**config.mk**
```make
export PLATFORM = sky130hd
export DESIGN_NAME = adc_readout_demux
export DESIGN_NICKNAME = d
export VERILOG_FILES = /design/src/rtl/adc_demux_pkg.sv /design/src/rtl/eoc_edge.sv /design/src/rtl/strobe_seq.sv /design/src/rtl/capture_reg.sv /design/src/rtl/adc_readout_demux.sv
export SDC_FILE = /design/constraint.sdc
export NUM_CORES = 1
export LEC_CHECK = 0
export BUFFER_PORTS_ARGS = -buffer_cell sky130_fd_sc_hd__buf_2
export CORE_MARGIN = 3
export CORE_UTILIZATION = 54
export CTS_CLUSTER_SIZE = 30
export DETAILED_ROUTE_END_ITERATION = 6
export PLACE_DENSITY = 0.94
export SLEW_MARGIN = 10
export SYNTH_ARGS = -nofsm -noshare
export SYNTH_HDL_FRONTEND = slang
export SYNTH_SLANG_ARGS = --single-unit
export TNS_END_PERCENT = 1
```
**constraint.sdc**
```tcl
create_clock -name clk -period 3.5 [get_ports clk]
set_input_delay 0.35 -clock clk [delete_from_list [all_inputs] [get_ports clk]]
set_output_delay 0.35 -clock clk [all_outputs]
set_load 0.05 [all_outputs]
```
**src/rtl/adc_demux_pkg.sv**
```systemverilog
package adc_demux_pkg;

  typedef enum logic [1:0] {
    SEQ_IDLE = 2'd0,
    SEQ_LOW  = 2'd1,
    SEQ_GAP  = 2'd2
  } seq_state_t;

  // Cycles that chip-select spends low for one burst.
  function automatic int unsigned burst_len(int unsigned n_ch, int unsigned lo, int unsigned gap);
    return n_ch * lo + (n_ch - 1) * gap;
  endfunction

  function automatic int unsigned max2(int unsigned a, int unsigned b);
    return (a > b) ? a : b;
  endfunction

endpackage

```
**src/rtl/eoc_edge.sv**
```systemverilog
module eoc_edge #(
  parameter int SYNC_STAGES = 2
) (
  input  logic clk,
  input  logic rst_n,
  input  logic eoc_n,
  output logic fall_evt
);
  // sh[0..SYNC_STAGES-1] synchronize, sh[SYNC_STAGES] holds the previous value
  logic [SYNC_STAGES:0] sh;

  always_ff @(posedge clk or negedge rst_n) begin
    if (!rst_n) sh <= '1;
    else        sh <= {sh[SYNC_STAGES-1:0], eoc_n};
  end

  assign fall_evt = sh[SYNC_STAGES] & ~sh[SYNC_STAGES-1];

  assert_one_cycle_evt_R2: assert property (@(posedge clk) disable iff (!rst_n)
    fall_evt |=> !fall_evt);

endmodule

```
**src/rtl/strobe_seq.sv**
```systemverilog
module strobe_seq
  import adc_demux_pkg::*;
#(
  parameter int NUM_CH = 4,
  parameter int RD_LOW = 2,
  parameter int RD_GAP = 1,
  localparam int CNT_W = $clog2(NUM_CH),
  localparam int PH_W  = $clog2(max2(RD_LOW, RD_GAP) + 1)
) (
  input  logic             clk,
  input  logic             rst_n,
  input  logic             start_evt,
  input  logic [CNT_W-1:0] sel,
  output logic             rd_n,
  output logic             cs_n,
  output logic [CNT_W-1:0] strobe_idx,
  output logic [CNT_W-1:0] sel_q,
  output logic             cap_evt,
  output logic             overrun_evt
);
  seq_state_t      state;
  logic [PH_W-1:0] ph;

  localparam logic [PH_W-1:0]  LOW_LAST = PH_W'(RD_LOW - 1);
  localparam logic [PH_W-1:0]  GAP_LAST = PH_W'(RD_GAP - 1);
  localparam logic [CNT_W-1:0] IDX_LAST = CNT_W'(NUM_CH - 1);

  logic busy;
  assign busy = (state != SEQ_IDLE);

  always_ff @(posedge clk or negedge rst_n) begin
    if (!rst_n) begin
      state      <= SEQ_IDLE;
      ph         <= '0;
      strobe_idx <= '0;
      sel_q      <= '0;
    end else begin
      unique case (state)
        SEQ_IDLE: if (start_evt) begin
          state      <= SEQ_LOW;
          ph         <= '0;
          strobe_idx <= '0;
          sel_q      <= sel;
        end
        SEQ_LOW: begin
          if (ph == LOW_LAST) begin
            ph    <= '0;
            state <= (strobe_idx == IDX_LAST) ? SEQ_IDLE : SEQ_GAP;
          end else begin
            ph <= ph + 1'b1;
          end
        end
        SEQ_GAP: begin
          if (ph == GAP_LAST) begin
            ph         <= '0;
            state      <= SEQ_LOW;
            strobe_idx <= strobe_idx + 1'b1;
          end else begin
            ph <= ph + 1'b1;
          end
        end
        default: state <= SEQ_IDLE;
      endcase
    end
  end

  assign rd_n        = (state != SEQ_LOW);
  assign cs_n        = !busy;
  assign cap_evt     = (state == SEQ_LOW) && (ph == LOW_LAST);
  assign overrun_evt = start_evt && busy;

  assert_rd_inside_cs_R4: assert property (@(posedge clk) disable iff (!rst_n)
    !rd_n |-> !cs_n);
  assert_strobe_min_len_R3: assert property (@(posedge clk) disable iff (!rst_n)
    $fell(rd_n) |=> !rd_n);
  assert_gap_len_R3: assert property (@(posedge clk) disable iff (!rst_n)
    ($rose(rd_n) && !cs_n) |=> $fell(rd_n));
  assert_restart_ch1_R10: assert property (@(posedge clk) disable iff (!rst_n)
    $fell(cs_n) |-> (strobe_idx == '0 && !rd_n));
  assert_sel_held_R8: assert property (@(posedge clk) disable iff (!rst_n)
    (!cs_n && !$fell(cs_n)) |-> $stable(sel_q));

endmodule

```
**src/rtl/capture_reg.sv**
```systemverilog
module capture_reg #(
  parameter int DATA_W = 12,
  parameter int CNT_W  = 2
) (
  input  logic              clk,
  input  logic              rst_n,
  input  logic              in_strobe,
  input  logic [CNT_W-1:0]  strobe_idx,
  input  logic [CNT_W-1:0]  sel_q,
  input  logic              cap_evt,
  input  logic [DATA_W-1:0] din,
  output logic              latch_en,
  output logic [DATA_W-1:0] dout,
  output logic              dout_valid
);
  assign latch_en = in_strobe && (strobe_idx == sel_q);

  always_ff @(posedge clk or negedge rst_n) begin
    if (!rst_n) begin
      dout       <= '0;
      dout_valid <= 1'b0;
    end else begin
      dout_valid <= latch_en && cap_evt;
      if (latch_en && cap_evt) dout <= din;
    end
  end

  assert_latch_in_strobe_R5: assert property (@(posedge clk) disable iff (!rst_n)
    latch_en |-> in_strobe);
  assert_valid_pulse_R7: assert property (@(posedge clk) disable iff (!rst_n)
    dout_valid |=> !dout_valid);
  assert_dout_hold_R7: assert property (@(posedge clk) disable iff (!rst_n)
    !dout_valid |-> $stable(dout));
  assert_capture_value_R6: assert property (@(posedge clk) disable iff (!rst_n)
    (latch_en && cap_evt) |=> (dout == $past(din)));

endmodule

```
**src/rtl/adc_readout_demux.sv**
```systemverilog
module adc_readout_demux
  import adc_demux_pkg::*;
#(
  parameter int DATA_W      = 12,
  parameter int NUM_CH      = 4,
  parameter int RD_LOW      = 2,
  parameter int RD_GAP      = 1,
  parameter int SYNC_STAGES = 2
) (
  input  logic                       clk,
  input  logic                       rst_n,
  input  logic                       eoc_n,
  input  logic [$clog2(NUM_CH)-1:0]  sel,
  input  logic [DATA_W-1:0]          adc_data,
  output logic                       cs_n,
  output logic                       rd_n,
  output logic                       latch_en,
  output logic [DATA_W-1:0]          dout,
  output logic                       dout_valid,
  output logic                       overrun
);
  localparam int CNT_W  = $clog2(NUM_CH);
  localparam int BURST  = int'(burst_len(NUM_CH, RD_LOW, RD_GAP));
  localparam int CSC_W  = $clog2(BURST + 2);

  logic             start_evt;
  logic             overrun_evt;
  logic             cap_evt;
  logic [CNT_W-1:0] strobe_idx;
  logic [CNT_W-1:0] sel_q;

  eoc_edge #(.SYNC_STAGES(SYNC_STAGES)) u_edge (
    .clk      (clk),
    .rst_n    (rst_n),
    .eoc_n    (eoc_n),
    .fall_evt (start_evt)
  );

  strobe_seq #(.NUM_CH(NUM_CH), .RD_LOW(RD_LOW), .RD_GAP(RD_GAP)) u_seq (
    .clk         (clk),
    .rst_n       (rst_n),
    .start_evt   (start_evt),
    .sel         (sel),
    .rd_n        (rd_n),
    .cs_n        (cs_n),
    .strobe_idx  (strobe_idx),
    .sel_q       (sel_q),
    .cap_evt     (cap_evt),
    .overrun_evt (overrun_evt)
  );

  capture_reg #(.DATA_W(DATA_W), .CNT_W(CNT_W)) u_cap (
    .clk        (clk),
    .rst_n      (rst_n),
    .in_strobe  (!rd_n),
    .strobe_idx (strobe_idx),
    .sel_q      (sel_q),
    .cap_evt    (cap_evt),
    .din        (adc_data),
    .latch_en   (latch_en),
    .dout       (dout),
    .dout_valid (dout_valid)
  );

  always_ff @(posedge clk or negedge rst_n) begin
    if (!rst_n)           overrun <= 1'b0;
    else if (overrun_evt) overrun <= 1'b1;
  end

  // Length of the current chip-select window, kept for the assertions below.
  logic [CSC_W-1:0] cs_low_cnt;
  always_ff @(posedge clk or negedge rst_n) begin
    if (!rst_n)     cs_low_cnt <= '0;
    else if (!cs_n) cs_low_cnt <= cs_low_cnt + 1'b1;
    else            cs_low_cnt <= '0;
  end

  assert_cs_window_R4: assert property (@(posedge clk) disable iff (!rst_n)
    cs_low_cnt <= CSC_W'(BURST));
  assert_cs_full_len_R4: assert property (@(posedge clk) disable iff (!rst_n)
    $rose(cs_n) |-> (cs_low_cnt == CSC_W'(BURST)));
  assert_overrun_sticky_R9: assert property (@(posedge clk) disable iff (!rst_n)
    overrun |=> overrun);
  assert_overrun_set_R9: assert property (@(posedge clk) disable iff (!rst_n)
    (start_evt && !cs_n) |=> overrun);

endmodule

```
[Word-level counts from Yosys, hierarchy flattened]
Index checks and enable logic that the tools add are counted.
Storage, ports and cells
  register bits after elaboration: 25
  bits of input ports: 17
  output and inout port bits: 17
  logic and storage cells: 47
Cells by class
  add/sub/neg operators: 2
  equal/unequal tests: 9
  multiplexer cells: 11
  bitwise operators: 2
  reduce and logical (&&, ||, !) cells: 15
Operator list (number)
  $mux 2: 8
  $pmux 2 s3: 2
  $ne 2x1->1 const B: 3
  $reduce_and 3->1: 2
  $add 2x1->2 const B: 2
  $eq 2x1->1 const B: 2
  $eq 2x2->1 const B: 2
  $logic_and 1x1->1: 4
  $logic_not 2->1: 2
  $pmux 2 s2: 1
  $reduce_and 2->1: 2
  $reduce_bool 2->1: 2
  $reduce_bool 3->1: 1
  $eq 2x2->1: 1
  $logic_not 1->1: 2
  $ne 2x2->1 const B: 1
  $and 1x1->1: 1
  $not 1->1: 1

[Longest topological paths before layout]
Gate-level depths: netlist of the first run.
  depth after elaboration: 4
  mapped depth: 6
  mapped depth without buffers: 5

[Cells and area by module]
Synthesis of the first run repeated with hierarchy kept, for this count alone.
Second synthesis, totals
  cell total of the unflattened synthesis: 92
  area total of the unflattened synthesis: 1221.2 sq um
By module, submodules not included
  strobe_seq: instances 1, cells an instance 54, area each 583.1 sq um
  capture_reg: instances 1, cells an instance 31, area each 510.5 sq um
  eoc_edge: instances 1, cells an instance 4, area each 92.6 sq um
  adc_readout_demux: instances 1, cells an instance 3, area each 35.0 sq um

[Worst setup path after synthesis of the first run]
Ideal clock, no wire load.
  path kind: flip-flop to output port
  start point: reg u_seq.state[1]
  end point: out latch_en
  arrival: 1.963 ns
  setup slack: 1.187 ns
  stages on the path, launching flop included: 5
  buffers on the path: 0
  cells stage by stage: dfrtp_1 inv_1 ha_1 inv_2 nor3_1
Between the ends
  word-level cells in the longest chain between the ends: 3
Ends and longest elaborated chain
  start, declared: RTL line strobe_seq.sv:21  | seq_state_t state;
  start signal, assigned: RTL line strobe_seq.sv:48  | state <= (strobe_idx == IDX_LAST) ? SEQ_IDLE : SEQ_GAP;
  $ne 2x1->1: RTL line strobe_seq.sv:67  | assign rd_n = (state != SEQ_LOW);
  via rd_n: RTL line adc_readout_demux.sv:16  | output logic rd_n,
  $logic_not 1->1: RTL line adc_readout_demux.sv:55  | .in_strobe (!rd_n),
  $logic_and 1x1->1: RTL line capture_reg.sv:16  | assign latch_en = in_strobe && (strobe_idx == sel_q);
  end, declared: RTL line adc_readout_demux.sv:17  | output logic latch_en,
The timed path passes the listed nets, and every way through them passes these cells.

[Worst setup path after layout of the first run]
  start point: reg u_seq.state[1]
  end point: reg u_cap.dout[2]
Between the ends
  word-level cells in the longest chain between the ends: 4
Ends and longest elaborated chain
  $ne 2x1->1: RTL line strobe_seq.sv:67
  $logic_not 1->1: RTL line adc_readout_demux.sv:55
  $logic_and 1x1->1: RTL line capture_reg.sv:16
  $logic_and 1x1->1 (*): RTL line capture_reg.sv:24  | if (latch_en && cap_evt) dout <= din;
  end signal, assigned: RTL line capture_reg.sv:24
  end, declared: RTL line capture_reg.sv:13  | output logic [DATA_W-1:0] dout,
Every way passes the cells marked *; elsewhere a longest branch is shown, timed or not.
A chain may end at the register's enable or synchronous reset.

==> results of run 1 <==
## layout make-up
type	count	area (sq um)	area share (%)
Inverter	8	30.0	2.13
Multi-Input combinational cell	50	528	37.4
Clock buffer	4	26.3	1.86
Tap cell	27	33.8	2.39
Sequential cell	25	629	44.6
Timing Repair Buffer	33	165	11.7
## flip-flops by register name (all words and copies together) (netlist names)
signal	count
u_cap.dout	12
u_edge.sh	3
u_seq.ph	2
u_seq.sel_q	2
u_seq.state	2
u_seq.strobe_idx	2
overrun	1
u_cap.dout_valid	1
## synthesized netlist by cell type, types with 2 or more instances
master    instances  share of area, %
dfrtp_1          22                46
ha_1             10                10
mux2_4            9                11
inv_1             7               2.2
mux2_2            6               5.6
mux2i_1           6               5.0
dfstp_2           3               6.6
a21oi_1           2              0.83
nand2_1           2              0.62
o21bai_1          2               1.2
xor2_1            2               1.5
## stage by stage
stage | util (%) | cells | power [mW] | cell area, sq um | hold slack (ns)
after floorplan | - | 84 | 0.978 | 1200 | 0.0544
after global placement | 67.9 | 143 | 1.10 | 1390 | 0.347
after global routing | 69.2 | 147 | 1.34 | 1410 | 0.0237
after detailed placement | 67.9 | 143 | 1.14 | 1390 | 0.347
after CTS | 69.2 | 147 | 1.26 | 1410 | 0.0216
final | 69.2 | 147 | 1.26 | 1410 | 0.00160
## final timing paths
kind | from | to | cells after the start
min in group clk | eoc_n | u_edge.sh[0] | 1
min | rst_n | u_seq.ph[1] | 1
max reg2reg | u_seq.state[1] | u_cap.dout[2] | 5
max in group asynchronous | rst_n | u_edge.sh[2] | 1
min reg2reg | u_edge.sh[0] | u_edge.sh[1] | 0
max | u_seq.state[1] | u_cap.dout[2] | 5
## cell families (layout without fill, tap and decap cells)
| logic type | after synthesis | in the layout | share of synthesized area [%] |
|---|---|---|---|
| multiplexers | 21 | 21 | 21.9 |
| XOR/XNOR | 2 | 2 | 1.46 |
| flip-flops | 25 | 25 | 52.3 |
| AND/OR/NAND/NOR | 10 | 10 | 6.14 |
| AO/OA/AOI/OAI | 7 | 7 | 4.06 |
| adder cells (fa/ha/maj) | 10 | 10 | 10.4 |
| buffers and inverters | 9 | 45 | 3.75 |
## report_power, final
part           switching [mW]  leakage [nW]  internal [mW]  total, mW
Clock                  0.0812        0.0150         0.0444      0.126
Sequential             0.0599         0.316          0.378      0.438
Combinational           0.462         0.409          0.234      0.696
## worst max-delay path: stages (launching register included)
cell	delay [ns]
dfrtp_1	0.44
inv_1	0.11
ha_1	0.23
inv_2	0.08
nor4_4	0.87
mux2_2	0.42
## routing by layer
| layer | vias to the layer above | track usage (%) | share of wire [%] |
|---|---|---|---|
| met5 | - | 0 | 0 |
| met4 | 0 | 5.96 | 0.39 |
| met3 | 2 | 3.66 | 3.4 |
| met2 | 17 | 33.3 | 54 |
| met1 | 370 | 24.5 | 42 |
| li1 | 360 | - | - |
==> results by group, run 1 <==
Logic synthesis
  • Async SR Flop Fraction: 100%
  • Ys Warns: 0
  • Post-synthesis sequential area ratio: 52.3%
  • EDFF count, synth: 0
  • Syn_area_per_cell: ~14 sq um
  • Mapped Cells: 84
  • Predominant post-synthesis flop cell: dfrtp_1
  • Cell variety after synth: 24
  • #FFs+latches synth: 25
  • Area of the mapped netlist: 1200 sq um
  • Syn nets: around 110

Drt
  • Antenna Nets Post-Route: 0
  • DR vias: about 750
  • Final wirelength: 2.29 mm
  • Remaining DRCs: 0
  • WL/cell: about 16 um
  • Drt pass-1 iters: 4
  • DR iter-0 viols: 11
  • Via density: around 5.1

CTS
  • CTS tree: yes
  • Later-pin clock latency in the skew report: ~0.31 ns
  • H-tree levels: 1
  • Clock buffer count from CTS: 3
  • Number of clock sinks: 25
  • CTS clock-pin slew for the worst setup and hold paths: between 0.1 and 0.15 ns
  • Clock Tree Root: clkbuf_4
  • Hold_buf cts: 0
  • Clock Path Buffers: 2
  • Setup Buffers After CTS: 0
  • PostCTS Resize Cnt: 0

Cells and area
  • Number of diodes: 0
  • P&R area growth vs syn: 17.5%
  • Filler cells: 163
  • Most common cell after layout, fill and taps aside: buf_2
  • Nets: roughly 150
  • Share of cells above drive strength 1: between 40% and 50%
  • Most frequent cells in the layout: buf_2 (33), dfrtp_1 (22), ha_1 (10)

Die
  • Die Y: between 50 and 60 um
  • Core Area: between 2000 and 2500 sq um
  • IO Count: 34
  • DIE AREA: roughly 2800 sq um
  • Initial core utilization: between 50% and 60%
  • Chip Width: between 50 and 60 um
  • Row Count: 16

STA
  • Final Max Slew Viols: 0
  • Worst Tran Pin Value: 1.00 ns
  • Final min period: 2.25 ns
  • Final TNS setup: 0 ns
  • Final Hold Fails: 0
  • Setup Viol. Count Final: 0
  • Max_slew headroom: 32.6%
  • Worst Slack Setup Final: about 1.3 ns
  • Unrepaired setup endpoints after global routing: false
  • Worst Clk Skew: between 0.0015 and 0.002 ns
  • Fmax: between 400 and 500 MHz
  • Final worst-path cycle share: 64.2%

Setup path
  • Worst setup EP type: flip-flop
  • Worst-path maximum fanout: 13
  • Crit start category: flip-flop
  • Flop2flop setup slack: approximately 1.3 ns
  • Data arrival time of the worst path: 2.46 ns
  • Setup CP Type: flip-flop to flip-flop
  • WP data required: 3.71 ns

GRT
  • First-pass GRT wire length: slightly below 4 mm
  • Largest net degree at the start of global routing: 26
  • Remaining global-route overflow: 0
  • Vias in the first global route: approximately 850
  • Antenna violations before repair: 0
  • GRT Overall Usage: between 10% and 20%

Hold path
  • Type of the worst min-delay path: input pin to asynchronous set/reset pin

Place
  • Setup WS pre-CTS: 1.25 ns
  • HPWL Detailed: between 1.5 and 2 mm
  • IO buf count: 33
  • RD Place Congestion: roughly 0.84

Power
  • Maximum VDD drop: 627 uV
  • Power Density: 891 nW/um^2
  • Leak: 0.740 nW

Flow run
  • Maximum capacitance violations: 0

Run status
  • Status: complete, no violations
Note: power is estimated with default switching activity, not from simulation.
==> inputs of run 2 (changes only) <==
- CORE_UTILIZATION: 54 -> 50
- PLACE_DENSITY: 0.94 -> 0.89
- clock period: 3.5 -> 2.2 ns (I/O delays scaled with it)
==> run 2 against run 1 <==
Combinational power up 57%. Register-to-register slack worse by 0.87 ns. First-iteration DRC count down 18%. Global-route usage down 3.0 points. Critical path depth unchanged. Clock skew up 0.0036 ns. Utilization down 5.2 points. Wire length down 7.6%. Via count up 0.40%. Hold slack better by 0.13 ns. Die area up 7.1%. Critical endpoint is now latch_en.
==> results by group, run 2 (synthesis results as in run 1) <==
Cells and area
  • Number of diodes: 0
  • Nets: about 150
  • Final Cell Area: between 1000 and 1500 sq um
  • Largest Register: u_cap.dout
  • Most frequent cells in the layout: buf_2 (33), dfrtp_1 (22), ha_1 (10)
  • Share of cells above drive strength 1: between 40% and 50%
  • Number of flip-flops in the largest register: 12
  • P&R area growth vs syn: 19.9%
  • Top flop regs: u_cap.dout (12), u_edge.sh (3)
  • Most common cell after layout, fill and taps aside: buf_2

Drt
  • Antenna Nets Post-Route: 0
  • DR vias: 752
  • Drt pass-1 iters: 4
  • Remaining DRCs: 0
  • DR iter-0 viols: 9
  • Via density: around 5
  • WL/cell: around 14 um
  • Final wirelength: about 2.1 mm

STA
  • Final worst-path cycle share: approximately 84%
  • Final Hold Fails: 0
  • Unrepaired setup endpoints after global routing: false
  • Fin Hold WS: between 0.1 and 0.15 ns
  • Max_slew headroom: between 60% and 70%
  • Worst Clk Skew: 0.00520 ns
  • Fmax: roughly 540 MHz
  • Final min period: about 1.9 ns
  • Final Max Slew Viols: 0
  • Setup Viol. Count Final: 0
  • Final TNS setup: 0 ns
  • Worst Tran Pin Value: between 0.5 and 0.6 ns

Place
  • RD Place Congestion: 0.810
  • IO buf count: 33
  • HPWL Detailed: 1.68 mm
  • Area after DPL: roughly 1400 sq um

Setup path
  • WP data required: between 1.5 and 2 ns
  • R2r startpoint: u_seq.state[1]
  • Slowest CP cell: dfrtp_1
  • Crit-path cells: inv_1, ha_1, inv_2, nor3_1, buf_2
  • Data arrival time of the worst path: 1.64 ns
  • Flop2flop setup slack: ~0.38 ns
  • R2R cell count: 6
  • Worst-path maximum fanout: 4
  • Slowest stage delay, CP: 0.43 ns
  • Setup CP Type: flip-flop to output pin
  • Worst setup EP type: output pin
  • CP delay by family, top: buffers and inverters
  • Worst r2r dst: u_cap.dout[3]
  • Crit start category: flip-flop
  • WP buf/inv: 3

Die
  • Core Area: 2250 sq um
  • Die Y: ~55 um
  • IO Count: 34
  • Chip Width: around 55 um
  • DIE AREA: approximately 3000 sq um
  • Initial core utilization: 53.3%
  • Row Count: 17

GRT
  • Vias in the first global route: 800
  • GRT Overall Usage: 16.4%
  • Antenna violations before repair: 0
  • Largest net degree at the start of global routing: 26
  • Remaining global-route overflow: 0
  • First-pass GRT wire length: ~3.4 mm

Hold path
  • Hold Path Sink: u_cap.dout[7]
  • Hold Startpoint: adc_data[7]
  • Hold Path Depth: 2
  • Type of the worst min-delay path: input pin to flip-flop

Flow run
  • Maximum capacitance violations: 0

CTS
  • Setup Buffers After CTS: 0
  • Clock Tree Root: clkbuf_4
  • Number of clock sinks: 25
  • CTS clock-pin slew for the worst setup and hold paths: ~0.13 ns
  • Later-pin clock latency in the skew report: 0.31 ns
  • H-tree levels: 1
  • PostCTS Resize Cnt: 0
  • Clock Path Buffers: 2
  • CTS tree: yes
  • Clock buffer count from CTS: 3

Power
  • Power Density: roughly 1400 nW/um^2
  • Maximum VDD drop: roughly 1100 uV
  • Leak: between 0.7 and 0.8 nW

Run status
  • Status: complete, no violations
[run 2: cell types whose count changed in the layout (fill, tap and decap cells not counted), sizes merged]
cell / delta
buf: +1
dlygate4sd3: +2
[run 2: worst reg2reg max path, delay by kind of cell (launching register included)]
kind / cells / cell delay [ns]
buffers and inverters: 3 / 0.46
DFF: 1 / 0.43
adders and majority gates: 1 / 0.22
and+or+nand+nor: 1 / 0.24
muxes: 1 / 0.36
[run 2: how the worst max path moves through the flow]
stage / startpoint / slack [ns] / cells after the start / to
floorplan: u_seq.state[1] / 0.02 / 4 / latch_en
global placement: u_seq.state[1] / 0.44 / 6 / u_cap.dout[2]
detailed placement: u_seq.state[1] / 0.38 / 6 / u_cap.dout[2]
CTS: u_seq.state[1] / 0.33 / 5 / latch_en
global route: u_seq.state[1] / 0.21 / 5 / latch_en
finish: u_seq.state[1] / 0.34 / 5 / latch_en
[run 2: what timing repair did]
action,in CTS,in global routing
hold endpoints to repair,23,0
hold buffers,2,0
setup endpoints to repair,0,0
[run 2: per-stage QoR]
stage / util, % / total power [mW] / worst slack (ns) / instances
floorplan: - / 1.56 / 0.0169 / 84
global placement: 61.9 / 1.76 / 0.438 / 145
detailed placement: 61.9 / 1.80 / 0.376 / 145
CTS: 63.9 / 2.00 / 0.325 / 151
global route: 63.9 / 2.11 / 0.215 / 151
finish: 63.9 / 1.98 / 0.344 / 151
[run 2: layout make-up]
cell class	count	area [sq um]
multi-input combinational	50	528
timing repair buffer	36	193
tap	28	35.0
inverter	8	30.0
sequential	25	629
fill	198	813
clock buffer	4	26.3
[run 2: per-layer routing]
metal	track usage (%)	vias to the layer above	wire length (um)
met5	0	-	0
met4	8.50	0	33
met3	2.41	4	122
met2	26.2	28	977
met1	21.6	353	985
li1	-	367	-
[run 2: power by group]
group | switching [mW] | leakage (nW) | internal, mW | total, mW
Clock | 0.126 | 0.0150 | 0.0707 | 0.196
Sequential | 0.0925 | 0.316 | 0.601 | 0.694
Combinational | 0.715 | 0.423 | 0.373 | 1.09
Total | 0.933 | 0.754 | 1.04 | 1.98
